<file path="src/rtl/ocmon_pkg.sv">
package ocmon_pkg;

  localparam int CODE_W_DEF     = 8;
  localparam int SET_CODE_DEF   = 255;
  localparam int REL_CODE_DEF   = 242;
  localparam int STATUS_W_DEF   = 8;
  localparam int STATUS_BIT_DEF = 2;

  typedef enum logic {
    ALR_CLEAR  = 1'b0,
    ALR_ACTIVE = 1'b1
  } alr_state_e;

endpackage

</file>
<file path="src/rtl/ocmon_sample_reg.sv">
module ocmon_sample_reg #(
  parameter int CODE_W = ocmon_pkg::CODE_W_DEF
) (
  input  logic              clk,
  input  logic              rst,
  input  logic              valid,
  input  logic [CODE_W-1:0] code,
  output logic [CODE_W-1:0] stored
);

  logic [CODE_W-1:0] stored_q;

  always_ff @(posedge clk) begin
    if (rst) begin
      stored_q <= '0;
    end else if (valid) begin
      stored_q <= code;
    end
  end

  assign stored = stored_q;

  assert_capture_R2: assert property (@(posedge clk) disable iff (rst)
    valid |=> (stored == $past(code)));

  assert_hold_R2: assert property (@(posedge clk) disable iff (rst)
    !valid |=> $stable(stored));

endmodule

</file>
<file path="src/rtl/ocmon_alert.sv">
module ocmon_alert
  import ocmon_pkg::*;
#(
  parameter int CODE_W   = CODE_W_DEF,
  parameter int SET_CODE = SET_CODE_DEF,
  parameter int REL_CODE = REL_CODE_DEF
) (
  input  logic              clk,
  input  logic              rst,
  input  logic              valid,
  input  logic [CODE_W-1:0] code,
  output logic              alert_n
);

  localparam logic [CODE_W-1:0] SET_V = CODE_W'(SET_CODE);
  localparam logic [CODE_W-1:0] REL_V = CODE_W'(REL_CODE);

  alr_state_e state_q, state_d;
  logic       hit_set, hit_rel;

  assign hit_set = (code >= SET_V);
  assign hit_rel = (code <= REL_V);

  always_comb begin
    state_d = state_q;
    if (valid) begin
      if (hit_set) begin
        state_d = ALR_ACTIVE;
      end else if (hit_rel) begin
        state_d = ALR_CLEAR;
      end
    end
  end

  always_ff @(posedge clk) begin
    if (rst) begin
      state_q <= ALR_CLEAR;
    end else begin
      state_q <= state_d;
    end
  end

  assign alert_n = (state_q == ALR_CLEAR);

  assert_set_R3: assert property (@(posedge clk) disable iff (rst)
    (valid && code >= SET_V) |=> !alert_n);

  assert_release_R4: assert property (@(posedge clk) disable iff (rst)
    (valid && code <= REL_V) |=> alert_n);

  assert_band_hold_R4: assert property (@(posedge clk) disable iff (rst)
    (valid && code > REL_V && code < SET_V) |=> $stable(alert_n));

  assert_idle_hold_R9: assert property (@(posedge clk) disable iff (rst)
    !valid |=> $stable(alert_n));

endmodule

</file>
<file path="src/rtl/ocmon_status.sv">
module ocmon_status
  import ocmon_pkg::*;
#(
  parameter int CODE_W     = CODE_W_DEF,
  parameter int SET_CODE   = SET_CODE_DEF,
  parameter int REL_CODE   = REL_CODE_DEF,
  parameter int STATUS_W   = STATUS_W_DEF,
  parameter int STATUS_BIT = STATUS_BIT_DEF
) (
  input  logic                clk,
  input  logic                rst,
  input  logic                valid,
  input  logic [CODE_W-1:0]   code,
  input  logic [CODE_W-1:0]   stored,
  input  logic                rd,
  output logic [STATUS_W-1:0] status
);

  localparam logic [CODE_W-1:0] SET_V = CODE_W'(SET_CODE);
  localparam logic [CODE_W-1:0] REL_V = CODE_W'(REL_CODE);

  logic flag_q;
  logic set_evt, clr_evt;

  assign set_evt = valid && (code >= SET_V);
  assign clr_evt = rd && (stored <= REL_V);

  // A set arriving in the same cycle as a qualifying clear takes priority.
  always_ff @(posedge clk) begin
    if (rst) begin
      flag_q <= 1'b0;
    end else if (set_evt) begin
      flag_q <= 1'b1;
    end else if (clr_evt) begin
      flag_q <= 1'b0;
    end
  end

  for (genvar i = 0; i < STATUS_W; i++) begin : g_bits
    if (i == STATUS_BIT) begin : g_flag
      assign status[i] = flag_q;
    end else begin : g_rsvd
      assign status[i] = 1'b0;
    end
  end

  assert_set_R5: assert property (@(posedge clk) disable iff (rst)
    set_evt |=> status[STATUS_BIT]);

  assert_clear_R6: assert property (@(posedge clk) disable iff (rst)
    (rd && stored <= REL_V && !set_evt) |=> !status[STATUS_BIT]);

  assert_keep_R6: assert property (@(posedge clk) disable iff (rst)
    (status[STATUS_BIT] && !(rd && stored <= REL_V)) |=> status[STATUS_BIT]);

  assert_set_wins_R7: assert property (@(posedge clk) disable iff (rst)
    (set_evt && rd) |=> status[STATUS_BIT]);

  assert_no_spurious_R9: assert property (@(posedge clk) disable iff (rst)
    (!status[STATUS_BIT] && !set_evt) |=> !status[STATUS_BIT]);

endmodule

</file>
<file path="src/rtl/ocmon_top.sv">
module ocmon_top
  import ocmon_pkg::*;
#(
  parameter int CODE_W     = CODE_W_DEF,
  parameter int SET_CODE   = SET_CODE_DEF,
  parameter int REL_CODE   = REL_CODE_DEF,
  parameter int STATUS_W   = STATUS_W_DEF,
  parameter int STATUS_BIT = STATUS_BIT_DEF
) (
  input  logic                clk,
  input  logic                rst,
  input  logic                smp_valid,
  input  logic [CODE_W-1:0]   smp_code,
  input  logic                stat_rd,
  output logic                alert_n,
  output logic [CODE_W-1:0]   cur_code,
  output logic [STATUS_W-1:0] status_byte
);

  logic [CODE_W-1:0] stored_code;

  ocmon_sample_reg #(.CODE_W(CODE_W)) u_sample (
    .clk    (clk),
    .rst    (rst),
    .valid  (smp_valid),
    .code   (smp_code),
    .stored (stored_code)
  );

  ocmon_alert #(
    .CODE_W   (CODE_W),
    .SET_CODE (SET_CODE),
    .REL_CODE (REL_CODE)
  ) u_alert (
    .clk     (clk),
    .rst     (rst),
    .valid   (smp_valid),
    .code    (smp_code),
    .alert_n (alert_n)
  );

  ocmon_status #(
    .CODE_W     (CODE_W),
    .SET_CODE   (SET_CODE),
    .REL_CODE   (REL_CODE),
    .STATUS_W   (STATUS_W),
    .STATUS_BIT (STATUS_BIT)
  ) u_status (
    .clk    (clk),
    .rst    (rst),
    .valid  (smp_valid),
    .code   (smp_code),
    .stored (stored_code),
    .rd     (stat_rd),
    .status (status_byte)
  );

  assign cur_code = stored_code;

  assert_reserved_R8: assert property (@(posedge clk) disable iff (rst)
    (status_byte & ~(STATUS_W'(1) << STATUS_BIT)) == '0);

  assert_alert_flag_R5: assert property (@(posedge clk) disable iff (rst)
    !alert_n |-> status_byte[STATUS_BIT]);

endmodule

</file>
<file path="config.mk">
export PLATFORM = sky130hd
export DESIGN_NAME = ocmon_top
export DESIGN_NICKNAME = d
export VERILOG_FILES = /design/src/rtl/ocmon_pkg.sv /design/src/rtl/ocmon_sample_reg.sv /design/src/rtl/ocmon_alert.sv /design/src/rtl/ocmon_status.sv /design/src/rtl/ocmon_top.sv
export SDC_FILE = /design/constraint.sdc
export NUM_CORES = 1
export LEC_CHECK = 0
export BUFFER_PORTS_ARGS = -buffer_cell sky130_fd_sc_hd__clkbuf_2
export CORE_AREA = 2 2 39 41
export CTS_CLUSTER_DIAMETER = 50
export DETAILED_ROUTE_END_ITERATION = 7
export DIE_AREA = 0 0 41 43
export GPL_ROUTABILITY_DRIVEN = 0
export PLACE_DENSITY_LB_ADDON = 0.3
export SYNTH_ARGS = -nofsm -noshare
export SYNTH_HDL_FRONTEND = slang
export SYNTH_SLANG_ARGS = --single-unit
export TNS_END_PERCENT = 5
</file>
<file path="constraint.sdc">
create_clock -name clk -period 2.06 [get_ports clk]
set_input_delay 0.309 -clock clk [delete_from_list [all_inputs] [get_ports clk]]
set_output_delay 0.309 -clock clk [all_outputs]
set_load 0.05 [all_outputs]
</file>
Yosys cells after proc, flatten, opt, wreduce, memory -nomap -nowiden

Index checks and enable logic that the tools add are counted.

Bitwise logic cells: 1
Reductions and logical operators: 5
Muxes and demuxes: 4
Magnitude comparators: 3

Operator list:

| kind                                                  | count |
|---|---|
| less-or-equal comparator 8 bit, second input constant | 2 |
| >= comparator 8 bit, second input constant            | 1 |
| two-way mux 1 bit                                     | 4 |
| nonzero test 2 bit                                    | 2 |
| logical AND 1 bit                                     | 2 |
| AND reduction 2 bit                                   | 1 |
| inverter 1 bit                                        | 1 |

Bits in registers: 10
Output and inout bits: 17

Longest topological paths before layout

Gate-level depths: netlist (run 1).

Word-level depth: 4
Mapped depth: 4

Modules after synthesis

From an unflattened synthesis (run 1), not the netlist that was laid out.

Cell total of the unflattened synthesis: 52
Area total of the unflattened synthesis: 498.0 um^2

Modules (own cells, without submodules):

| module           | area an instance (um^2) | instances | sequential area each (um^2) | cells each |
|---|---|---|---|---|
| ocmon_sample_reg | 285.3                   | 1         | 160.2                       | 26 |
| ocmon_status     | 150.1                   | 1         | 20.0                        | 19 |
| ocmon_alert      | 62.6                    | 1         | 20.0                        | 7 |

Worst setup path after synthesis (run 1)

No wires, ideal clock.

Path type: register to register
From: register u_sample.stored_q[4] (netlist: u_sample.stored[4])
To: register u_status.flag_q
Path slack: 919 ps
Data required time: 1991 ps
Setup time: 69 ps
Cell stages (with the launch flop): 4
Path buffers: 0
Period minus slack after synthesis: 1141 ps
Arrival time: 1072 ps
Cell sequence: dfxtp_1 > nand4_1 > o21a_1 > o21ai_1

Word-level cells in the longest chain between the ends: 3

Ends and longest elaborated chain:

| item                                | RTL line               | text |
|---|---|---|
| start: declaration                  | ocmon_sample_reg.sv:11 | `logic [CODE_W-1:0] stored_q;` |
| start signal: assignment            | ocmon_sample_reg.sv:17 | `stored_q <= code;` |
| less-or-equal comparator 8 bit      | ocmon_status.sv:26     | `assign clr_evt = rd && (stored <= REL_V);` |
| logical AND 1 bit                   | ocmon_status.sv:26     |  |
| nonzero test 2 bit (no source line) | --                     |  |
| end signal: assignment              | ocmon_status.sv:31     | `flag_q <= 1'b0;` |
| end signal: assignment              | ocmon_status.sv:33     | `flag_q <= 1'b1;` |
| end signal: assignment              | ocmon_status.sv:35     | `flag_q <= 1'b0;` |
| end: declaration                    | ocmon_status.sv:22     | `logic flag_q;` |

No other way between the ends.
A chain may end at the register's enable or synchronous reset.

Worst setup path in the final report (run 1)

From: register u_sample.stored_q[6] (netlist: u_sample.stored[6])
To: output port cur_code[6]

RTL lines:

| item             | RTL line        | text |
|---|---|---|
| end: declaration | ocmon_top.sv:16 | `output logic [CODE_W-1:0] cur_code,` |

No word-level cell between the ends.

==> results of run 1 <==
## cell families (layout without fill, tap and decap cells)
family,Yosys count,after routing,share of synthesized area (%)
buffers and inverters,11,25,16.8
and+or+nand+nor,14,14,15.0
other,1,7,0.789
DFF,10,10,42.1
AOI/OAI and AO/OA,6,6,8.42
muxes,8,8,16.8
## cell usage after synthesis
cell / n
a211oi_1: 1
a211o_1: 1
buf_2: 1
a31oi_1: 1
conb_1: 1
and4b_1: 1
and4_1: 1
mux2i_1: 8
nand2b_1: 1
dfxtp_1: 10
buf_6: 1
buf_4: 8
o21ai_1: 2
nor2_1: 9
inv_1: 1
nand4_1: 2
o21a_1: 1
## power by group through the flow
stage	logic (mW)	registers, mW	clock network (mW)
finish	0.109	0.210	0.127
detailed placement	0.109	0.214	0
floorplan	0.0642	0.245	0
global route	0.115	0.211	0.141
global placement	0.109	0.214	0
CTS	0.109	0.210	0.130
## how the worst min path moves through the flow
stage,endpoint,slack [ps],start
2_1_floorplan,u_status.flag_q$_SDFFE_PP0P_,440,u_status.flag_q$_SDFFE_PP0P_
3_3_place_gp,u_alert.state_q$_SDFFE_PP0P_,450,u_alert.state_q$_SDFFE_PP0P_
3_5_place_dp,u_alert.state_q$_SDFFE_PP0P_,460,u_alert.state_q$_SDFFE_PP0P_
4_1_cts,u_sample.stored[5]$_SDFFE_PP0P_,300,smp_code[5]
5_1_grt,u_sample.stored[6]$_SDFFE_PP0P_,320,smp_code[6]
6_report,u_sample.stored[4]$_SDFFE_PP0P_,300,smp_code[4]
## per-stage QoR
step | area (um^2) | hold slack (ps) | std cells
after global routing | 569 | 320 | 86
final | 569 | 301 | 86
after global placement | 547 | 455 | 83
after CTS | 569 | 299 | 86
after detailed placement | 547 | 461 | 83
after floorplan | 498 | 442 | 56
## registers in the layout (all words and copies together), names as in the netlist
signal	count
u_sample.stored	8
u_alert.state_q	1
u_status.flag_q	1
## worst register-to-register path, cell delays in order (launching register included)
cell      delay [ps]
dfxtp_1          330
a211oi_1         260
o21a_1           140
o21ai_1           60
## cell type report
class                           instances  area [um^2]  area share (%)
Timing Repair Buffer                   21          105            18.5
Inverter                                1         3.75           0.659
Sequential cell                        10          200            35.2
Clock buffer                            3         22.5            3.96
Tap cell                               16         20.0            3.52
Multi-Input combinational cell         35          218            38.2
## layer usage
layer | vias to the layer above | part of all wire [%]
li1 | 200 | -
met2 | 27 | 42
met1 | 167 | 47
met5 | - | 0
met4 | 0 | 0.79
met3 | 2 | 10
==> reports/summary.txt, run 1 <==
Initial antenna violation count - 0
P_int - 0.296 mW
Hold Buf Count CTS - 0
Synth Area per Inst - 9.51 um^2
Final setup vio count - 0
WS Path Type - flip-flop to primary output
Share of cells above drive strength 1 - 34.3%
Critical path, cell by cell - clkbuf_2
Initial DRC Count - 8
Worst Hold Class - input port to flip-flop
Clock Path Buffers - 2
Power share of the clock group - 28.5%
Synth top area share - 42.1%
Post-CTS Resized - 0
Post-route setup slack - 839 ps
Ranking of synthesized cells by area - dfxtp_1, mux2i_1, buf_4, nor2_1, nand4_1
Sequential share of the synthesized area - 42.1%
WL final - 882 um
Psw - 0.149 mW
Tot GR Track Use - 12.3%
Clock sink count - 10
CP delay by family, top - flip-flops
Die Footprint - 1760 um^2
Switching Fraction - 33.5%
Vias in the first global route - 375
Worst Setup EP - cur_code[6]
GR met3 Demand/Resource - 5.76%
Core ar. - 1380 um^2
CP required - 1750 ps
Fmax - 819 MHz
I/O Pins - 29
VDD IR-drop max - 0.380 mV
Critical Path End Type - primary output
Die W - 41 um
Min Tclk post-route - 1220 ps
WHS Path Cells - 3
Worst R2R Start - u_sample.stored[1]$_SDFFE_PP0P_
Status - complete, no violations
Clk_skew - 1.33 ps
Setup tns final - 0 ps
Reg clk slew, reported paths - 60 ps
CP Max Fanout - 3
Yosys warns - 0
Layout fillers - 154
Final Cycle Share - 59.3%
Root Driver - clkbuf_4
Worst slack, placed - 935 ps
# Max-Cap Violations - 0
Die Y - 43 um
Pleak - 0.293 nW
Final Hold Fails - 0
Nets@finish - 84
R2r setup slk - 1170 ps
Gate Count Post-Synth - 50
CP arrival - 910 ps
Mapped cell area - 475 um^2
Pwr dens - 782 nW/um^2
Vias - 396
H-tree depth - 1
Count of cell types in the netlist - 17
Register bit count reported by yosys - 10
RSZ-0062 raised after global routing - no
GR Util met1 - 15.0%
Gr busiest metal - met2
Initial Util - 34.4%
Final core occ - 41.1%
Layout area overhead - 19.7%
Clk Latency, worst-skew pair - 250 ps
Rows - 14
Crit start category - flip-flop
Total congestion overflow - 0
Max-slew violation count - 0
Router iterations before antenna repair - 4
GR Util met2 - 17.5%
Worst path slowest cell - dfxtp_1
First-pass GRT wire length - 1480 um
R2R cell count - 3
Worst reg2reg path endpoint - u_status.flag_q$_SDFFE_PP0P_
Post-CTS Setup Bufs - 0
Final Power - 0.445 mW
Critical path depth - 1
Diode count - 0
Final ANT Viol Nets - 0
Largest net degree at the start of global routing - 12
Worst setup startpoint - u_sample.stored[6]$_SDFFE_PP0P_
Combinational Power Share - 24.4%
Most frequent cells in the layout - clkbuf_2, dfxtp_1, nor2_1
Leading area contributor after synthesis - dfxtp_1
Sequential share of power - 47.1%
CP max stage delay - 360 ps
PortBufs - 21
Avg Vias per Cell - 4.60
CTS tree - built
TritonCTS Buffers - 3
Per-cell routed wire length - 10.3 um
Buf/Inv on CP - 1
Most common cell after layout, fill and taps aside - clkbuf_2
DRC Markers - 0
No activity file was read; power rests on OpenSTA's default activity.
==> run 2, diff against run 1 <==
Settings changed: ABC_AREA set to 1, CORE_AREA 2 2 39 41 to unset, CORE_MARGIN set to 2, CORE_UTILIZATION set to 36, DIE_AREA 0 0 41 43 to unset.
Clock period 2.06 ns to 1 ns, I/O delays scaled along.
==> run 2 against run 1 <==
  * Clock power is 110% higher
  * Power is 110% higher
  * Critical path depth stayed put
  * Flip-flop and latch count stayed put
  * Synthesized cell count is 38% higher
  * Non-clock buffer count stayed put
  * Sequential power is 110% higher
  * Worst hold slack worse by 180 ps
  * First-iteration DRC count is 25% higher
  * Final area is 7.7% higher
  * Cell count is 21% higher
  * Highest routed layer is now met3
==> reports/summary.txt, run 2 <==
Post-Synth Simple-Gate Area - 29.2% (was 15.0%)
Clk_skew - 3.11 ps (was 1.33 ps)
Most common cell after layout, fill and taps aside - nand2_1 (was clkbuf_2)
GR Util met1 - 16.5% (was 15.0%)
RSZ-0062 raised after global routing - no (unchanged)
CP delay by family, top - flip-flops (unchanged)
GR Util met2 - 17.9% (was 17.5%)
Final setup vio count - 0 (unchanged)
Number of synthesized flops with an enable pin - 0 (unchanged)
Ranking of synthesized cells by area - dfxtp_1, nand2_1, buf_4, a21oi_1, nor2_1 (was dfxtp_1, mux2i_1, buf_4, nor2_1, nand4_1)
Fin cells - 104 (was 86)
Reg clk slew, reported paths - 60 ps (about the same)
CP max stage delay - 340 ps (was 360 ps)
Regs by FF count - u_sample.stored x8, u_alert.state_q x1, u_status.flag_q x1 (unchanged)
Final Hold Fails - 0 (unchanged)
Setup tns final - 0 ps (unchanged)
Sequential share of the synthesized area - 41.3% (was 42.1%)
Per-cell routed wire length - 9.26 um (was 10.3 um)
Synth Flop Type - dfxtp_1 (unchanged)
Critical path, cell by cell - clkbuf_4 (was clkbuf_2)
Max-slew violation count - 0 (unchanged)
Register bit count reported by yosys - 10 (unchanged)
Mapped cell area - 484 um^2 (was 475 um^2)
Synth Area in Compound Gates - 10.9% (was 8.42%)
H-tree depth - 1 (unchanged)
Initial Util - 37.7% (was 34.4%)
Largest net degree at the start of global routing - 12 (unchanged)
Router iterations before antenna repair - 2 (was 4)
Clock Path Buffers - 2 (unchanged)
Worst path slowest cell - dfxtp_2 (was dfxtp_1)
Core ar. - 1280 um^2 (was 1380 um^2)
First-pass GRT wire length - 1370 um (was 1480 um)
TritonCTS Buffers - 3 (unchanged)
Mux contribution to synthesized area - 0% (was 16.8%)
Gate Count Post-Synth - 69 (was 50)
Initial antenna violation count - 0 (unchanged)
Nets@finish - 103 (was 84)
Die Y - 40.7 um (was 43 um)
Synth top area share - 41.3% (was 42.1%)
I/O Pins - 29 (unchanged)
Pwr dens - 1530 nW/um^2 (was 782 nW/um^2)
Post-synthesis xor/xnor area fraction - 0% (unchanged)
Synth Area per Inst - 7.02 um^2 (was 9.51 um^2)
Post-CTS Setup Bufs - 0 (unchanged)
Most frequent cell after synthesis - nand2_1 (was dfxtp_1)
Min Tclk post-route - 974 ps
Root Driver - clkbuf_4 (unchanged)
Pleak - 0.294 nW (was 0.293 nW)
Die W - 40.7 um (was 41 um)
VDD IR-drop max - 0.788 mV (was 0.380 mV)
WS Path Type - flip-flop to primary output (unchanged)
CP arrival - 820 ps (was 910 ps)
Die Footprint - 1650 um^2 (was 1760 um^2)
Avg Vias per Cell - 4.29 (was 4.60)
Hold Buf Count CTS - 0 (unchanged)
Initial DRC Count - 10 (was 8)
Status - complete, no violations (unchanged)
CP required - 850 ps (was 1750 ps)
PortBufs - 21 (unchanged)
# placed instances - 101 (was 83)
Diode count - 0 (unchanged)
Gr busiest metal - met2 (unchanged)
Final ANT Viol Nets - 0 (unchanged)
Clk Latency, worst-skew pair - 260 ps (was 250 ps)
Leading area contributor after synthesis - dfxtp_1 (unchanged)
Clock sink count - 10 (unchanged)
Largest Register - u_sample.stored (unchanged)
Largest register FFs - 8 (unchanged)
# Max-Cap Violations - 0 (unchanged)
Critical Path End Type - primary output (unchanged)
Vias in the first global route - 350 (was 375)
Synth async-reset ratio - 0% (unchanged)
CTS tree - built (unchanged)
Fmax - 1030 MHz
Yosys warns - 0 (unchanged)
DRC Markers - 0 (unchanged)
Top post-synthesis cells by count - nand2_1, dfxtp_1, a21oi_1 (was dfxtp_1, nor2_1, buf_4, mux2i_1)
Layout area overhead - 26.6% (was 19.7%)
Worst Hold Class - input port to flip-flop (unchanged)
Tot GR Track Use - 13.1% (was 12.3%)
Total congestion overflow - 0 (unchanged)
Most frequent cells in the layout - nand2_1, clkbuf_2, a21oi_1 (was clkbuf_2, dfxtp_1, nor2_1)
WL final - 963 um (was 882 um)
Adder-cell area share of the yosys netlist - 0% (unchanged)
CP Max Fanout - 3 (unchanged)
Post-detail-place hpwl - 756 um
Vias - 446 (was 396)
Largest family of logic cells by synthesized area - simple AND/OR/NAND/NOR gates (was buffers and inverters)
Share of cells above drive strength 1 - 41.6% (was 34.3%)
Crit start category - flip-flop (unchanged)
Count of cell types in the netlist - 14 (was 17)
Rows - 13 (was 14)
Buf/Inv on CP - 1 (unchanged)
GR met3 Demand/Resource - 8.15% (was 5.76%)
Final Cycle Share - 97.4%
run 2: per-layer routing:
metal / vias up / wire length, um
li1: 241 / -
met1: 188 / 430
met2: 17 / 446
met3: 0 / 85
met4: 0 / 0
met5: - / 0
run 2: layout make-up:
| class | instances | area [um^2] |
|---|---|---|
| fill | 145 | 672 |
| multi-input combinational | 52 | 220 |
| sequential | 10 | 210 |
| tap | 15 | 18.8 |
| timing repair buffer | 21 | 130 |
| inverter | 3 | 11.3 |
| clock buffer | 3 | 22.5 |
run 2: stage by stage:
step	hold WS [ps]	util [%]	cell area [um^2]	setup slack, ps	total power [mW]
floorplan	283	-	517	46.8	0.635
global placement	399	44.0	566	158	0.662
detailed placement	396	44.0	566	127	0.662
CTS	118	47.7	613	8.87	0.945
global route	131	47.7	613	3.65	0.981
finish	120	47.7	613	25.7	0.936
run 2: path summary, 6_finish.rpt:
kind / start / endpoint / slack [ps] / cells past startpoint
setup / recovery: u_sample.stored[3]$_SDFFE_PP0P_ / cur_code[3] / 30 / 1
setup reg to reg: u_sample.stored[6]$_SDFFE_PP0P_ / u_status.flag_q$_SDFFE_PP0P_ / 180 / 6
hold reg to reg: u_alert.state_q$_SDFFE_PP0P_ / u_alert.state_q$_SDFFE_PP0P_ / 460 / 2
hold / removal: smp_code[7] / u_sample.stored[7]$_SDFFE_PP0P_ / 120 / 3
run 2: worst reg2reg max path, stage by stage (launching register included):
cell     delay (ps)
dfxtp_2         340
nand2_1          50
nor2_1          100
nand2_1          60
nand2_1          50
nand2_1          50
a21oi_1         100
run 2: logic make-up after synthesis:
family	after synthesis
AO/OA/AOI/OAI	10
other	1
flip-flops	10
AND/OR/NAND/NOR	35
buffers and inverters	13
run 2: where the power goes:
group	switching (mW)	leakage, nW	internal, mW	total (mW)
Combinational	0.173	0.195	0.0563	0.229
Clock	0.134	0.0138	0.139	0.273
Sequential	0.0137	0.0850	0.420	0.434
Total	0.320	0.294	0.616	0.936
run 2: repair_timing:
item,4_1_cts,5_1_grt
setup endpoints to repair,10,8
resized for setup,10,8
hold endpoints to repair,0,0
==> run 3, diff against run 2 <==
Settings changed: ABC_AREA 1 to unset, PLACE_DENSITY set to 0.81, PLACE_DENSITY_LB_ADDON 0.3 to unset.
==> run 3 against run 2 <==
  * Routed wire length increased by 0.73%
  * Register-to-register slack got worse by 80 ps
  * Non-clock buffer count increased by 1
  * First-iteration DRC count decreased by 50%
  * Flip-flop and latch count unchanged
  * Sequential share of layout area decreased by 0.28 points
  * Die area decreased by 1.6%
  * Core utilization increased by 1.0 points
==> reports/summary.txt, run 3 (synthesis gave the netlist of run 1 again) <==
CP Max Fanout - 3 (unchanged)
Final setup vio count - 0 (unchanged)
Post-detail-place hpwl - 761 um (was 756 um)
Setup tns final - 0 ps (unchanged)
CTS tree - built (unchanged)
Vias - 429 (was 446)
Psw - 0.322 mW (was 0.320 mW)
Initial antenna violation count - 0 (unchanged)
CP max stage delay - 340 ps (about the same)
Router iterations before antenna repair - 4 (was 2)
Largest register FFs - 8 (unchanged)
Pleak - 0.308 nW (was 0.294 nW)
Switching Fraction - 33.9% (was 34.2%)
Final Hold Fails - 0 (unchanged)
Min Tclk post-route - 984 ps (was 974 ps)
Status - complete, no violations (unchanged)
WS Path Type - flip-flop to primary output (unchanged)
Max-slew violation count - 0 (unchanged)
P_int - 0.627 mW (was 0.616 mW)
Fmax - 1020 MHz (was 1030 MHz)
Worst R2R Start - u_sample.stored[1]$_SDFFE_PP0P_ (was u_sample.stored[6]$_SDFFE_PP0P_)
Core ar. - 1270 um^2 (was 1280 um^2)
Sequential share of power - 46.0% (was 46.4%)
Buf/Inv on CP - 1 (unchanged)
Combinational Power Share - 25.2% (was 24.5%)
R2r setup slk - 100 ps (was 180 ps)
Rows - 13 (unchanged)
Avg Vias per Cell - 4.99 (was 4.29)
Final ANT Viol Nets - 0 (unchanged)
Share of cells above drive strength 1 - 46.5% (was 41.6%)
Diode count - 0 (unchanged)
Crit start category - flip-flop (unchanged)
Worst reg2reg path endpoint - u_status.flag_q$_SDFFE_PP0P_ (unchanged)
Most frequent cells in the layout - clkbuf_4, clkbuf_2, nor2_1 (was nand2_1, clkbuf_2, a21oi_1)
Largest Register - u_sample.stored (unchanged)
Initial Util - 37.5% (was 37.7%)
Hold_sp - smp_code[5] (was smp_code[7])
WL final - 970 um (was 963 um)
Layout area overhead - 30.0% (was 26.6%)
I/O Pins - 29 (unchanged)
CP arrival - 830 ps (was 820 ps)
PortBufs - 21 (unchanged)
# placed instances - 83 (was 101)
Initial DRC Count - 5 (was 10)
# Max-Cap Violations - 0 (unchanged)
Vias in the first global route - 350 (unchanged)
Final core occ - 48.7% (was 47.7%)
Fin cells - 86 (was 104)
Nets@finish - 85 (was 103)
Worst path slowest cell - dfxtp_2 (unchanged)
DRC Markers - 0 (unchanged)
Die W - 40.3 um (was 40.7 um)
Critical path, cell by cell - clkbuf_4 (unchanged)
Clk Latency, worst-skew pair - 270 ps (was 260 ps)
WHS Path Cells - 3 (unchanged)
TritonCTS Buffers - 3 (unchanged)
RSZ-0062 raised after global routing - no (unchanged)
Final Power - 0.949 mW (was 0.936 mW)
Worst setup startpoint - u_sample.stored[3]$_SDFFE_PP0P_ (unchanged)
Pwr dens - 1530 nW/um^2 (about the same)
Die Y - 40.3 um (was 40.7 um)
Clock sink count - 10 (unchanged)
CP delay by family, top - flip-flops (unchanged)
Hold Path Sink - u_sample.stored[5]$_SDFFE_PP0P_ (was u_sample.stored[7]$_SDFFE_PP0P_)
Clk_skew - 0.323 ps (was 3.11 ps)
Power share of the clock group - 28.8% (was 29.1%)
Largest net degree at the start of global routing - 11 (was 12)
First-pass GRT wire length - 1400 um (was 1370 um)
Worst Hold Class - input port to flip-flop (unchanged)
Clock Path Buffers - 2 (unchanged)
Regs by FF count - u_sample.stored x8, u_alert.state_q x1, u_status.flag_q x1 (unchanged)
Per-cell routed wire length - 11.3 um (was 9.26 um)
VDD IR-drop max - 0.882 mV (was 0.788 mV)
Critical Path End Type - primary output (unchanged)
CP required - 850 ps (about the same)
R2R cell count - 3 (was 6)
Reg clk slew, reported paths - 60 ps (about the same)
Hold Buf Count CTS - 0 (unchanged)
H-tree depth - 1 (unchanged)
Post-CTS Setup Bufs - 0 (unchanged)
Tot GR Track Use - 13.6% (was 13.1%)
Total congestion overflow - 0 (unchanged)
Root Driver - clkbuf_4 (unchanged)
Final Cycle Share - 98.4% (was 97.4%)
Worst slack, placed - 87.4 ps (was 127 ps)
Post-route setup slack - 16.0 ps (was 25.7 ps)
Die Footprint - 1630 um^2 (was 1650 um^2)
-- run 3: cell types whose count changed in the layout (fill, tap and decap cells not counted), moves of 2 or more --
cell	delta
nand2_1	-27
clkbuf_4	+6
buf_4	-6
nor2_1	+5
mux2i_1	+8
nor2_2	-2
o21ai_1	+2
inv_2	-2
a21oi_1	-9
-- run 3: power groups by stage --
stage	logic, mW	clock network, mW	registers [mW]
finish	0.239	0.273	0.436
global placement	0.225	0	0.444
floorplan	0.132	0	0.510
global route	0.255	0.286	0.438
CTS	0.239	0.275	0.436
detailed placement	0.229	0	0.444
-- run 3: routing by layer --
metal	GRT usage (%)	vias to the layer above	wire length (um)
li1	-	203	-
met1	14.9	195	378
met2	22.2	27	464
met3	2.22	4	108
met4	12.5	0	19
met5	0	-	0
-- run 3: area by class of cell --
class / count / area [um^2]
inverters: 1 / 3.75
flip-flops and latches: 10 / 210
fillers: 118 / 651
clock buffers: 3 / 22.5
repair buffers: 22 / 145
well taps: 15 / 18.8
multi-input cells: 35 / 218
-- run 3: per-stage QoR --
stage | instance area (um^2) | hold WS [ps]
final | 618 | 133
after global placement | 563 | 398
after global routing | 618 | 167
after floorplan | 508 | 297
after detailed placement | 563 | 414
after CTS | 617 | 142
-- run 3: repair_timing --
| item | in CTS | in global routing |
|---|---|---|
| setup endpoints to repair | 10 | 2 |
| gates resized for setup | 11 | 2 |
| endpoints found under the hold margin | 0 | 0 |
-- run 3: worst max-delay path by stage --
stage	endpoint	slack, ps	cells after the start
after floorplan	u_status.flag_q$_SDFFE_PP0P_	40	3
after global placement	u_status.flag_q$_SDFFE_PP0P_	90	4
after detailed placement	u_alert.state_q$_SDFFE_PP0P_	90	4
after CTS	cur_code[4]	10	1
after global routing	cur_code[1]	2	1
final	cur_code[3]	20	1
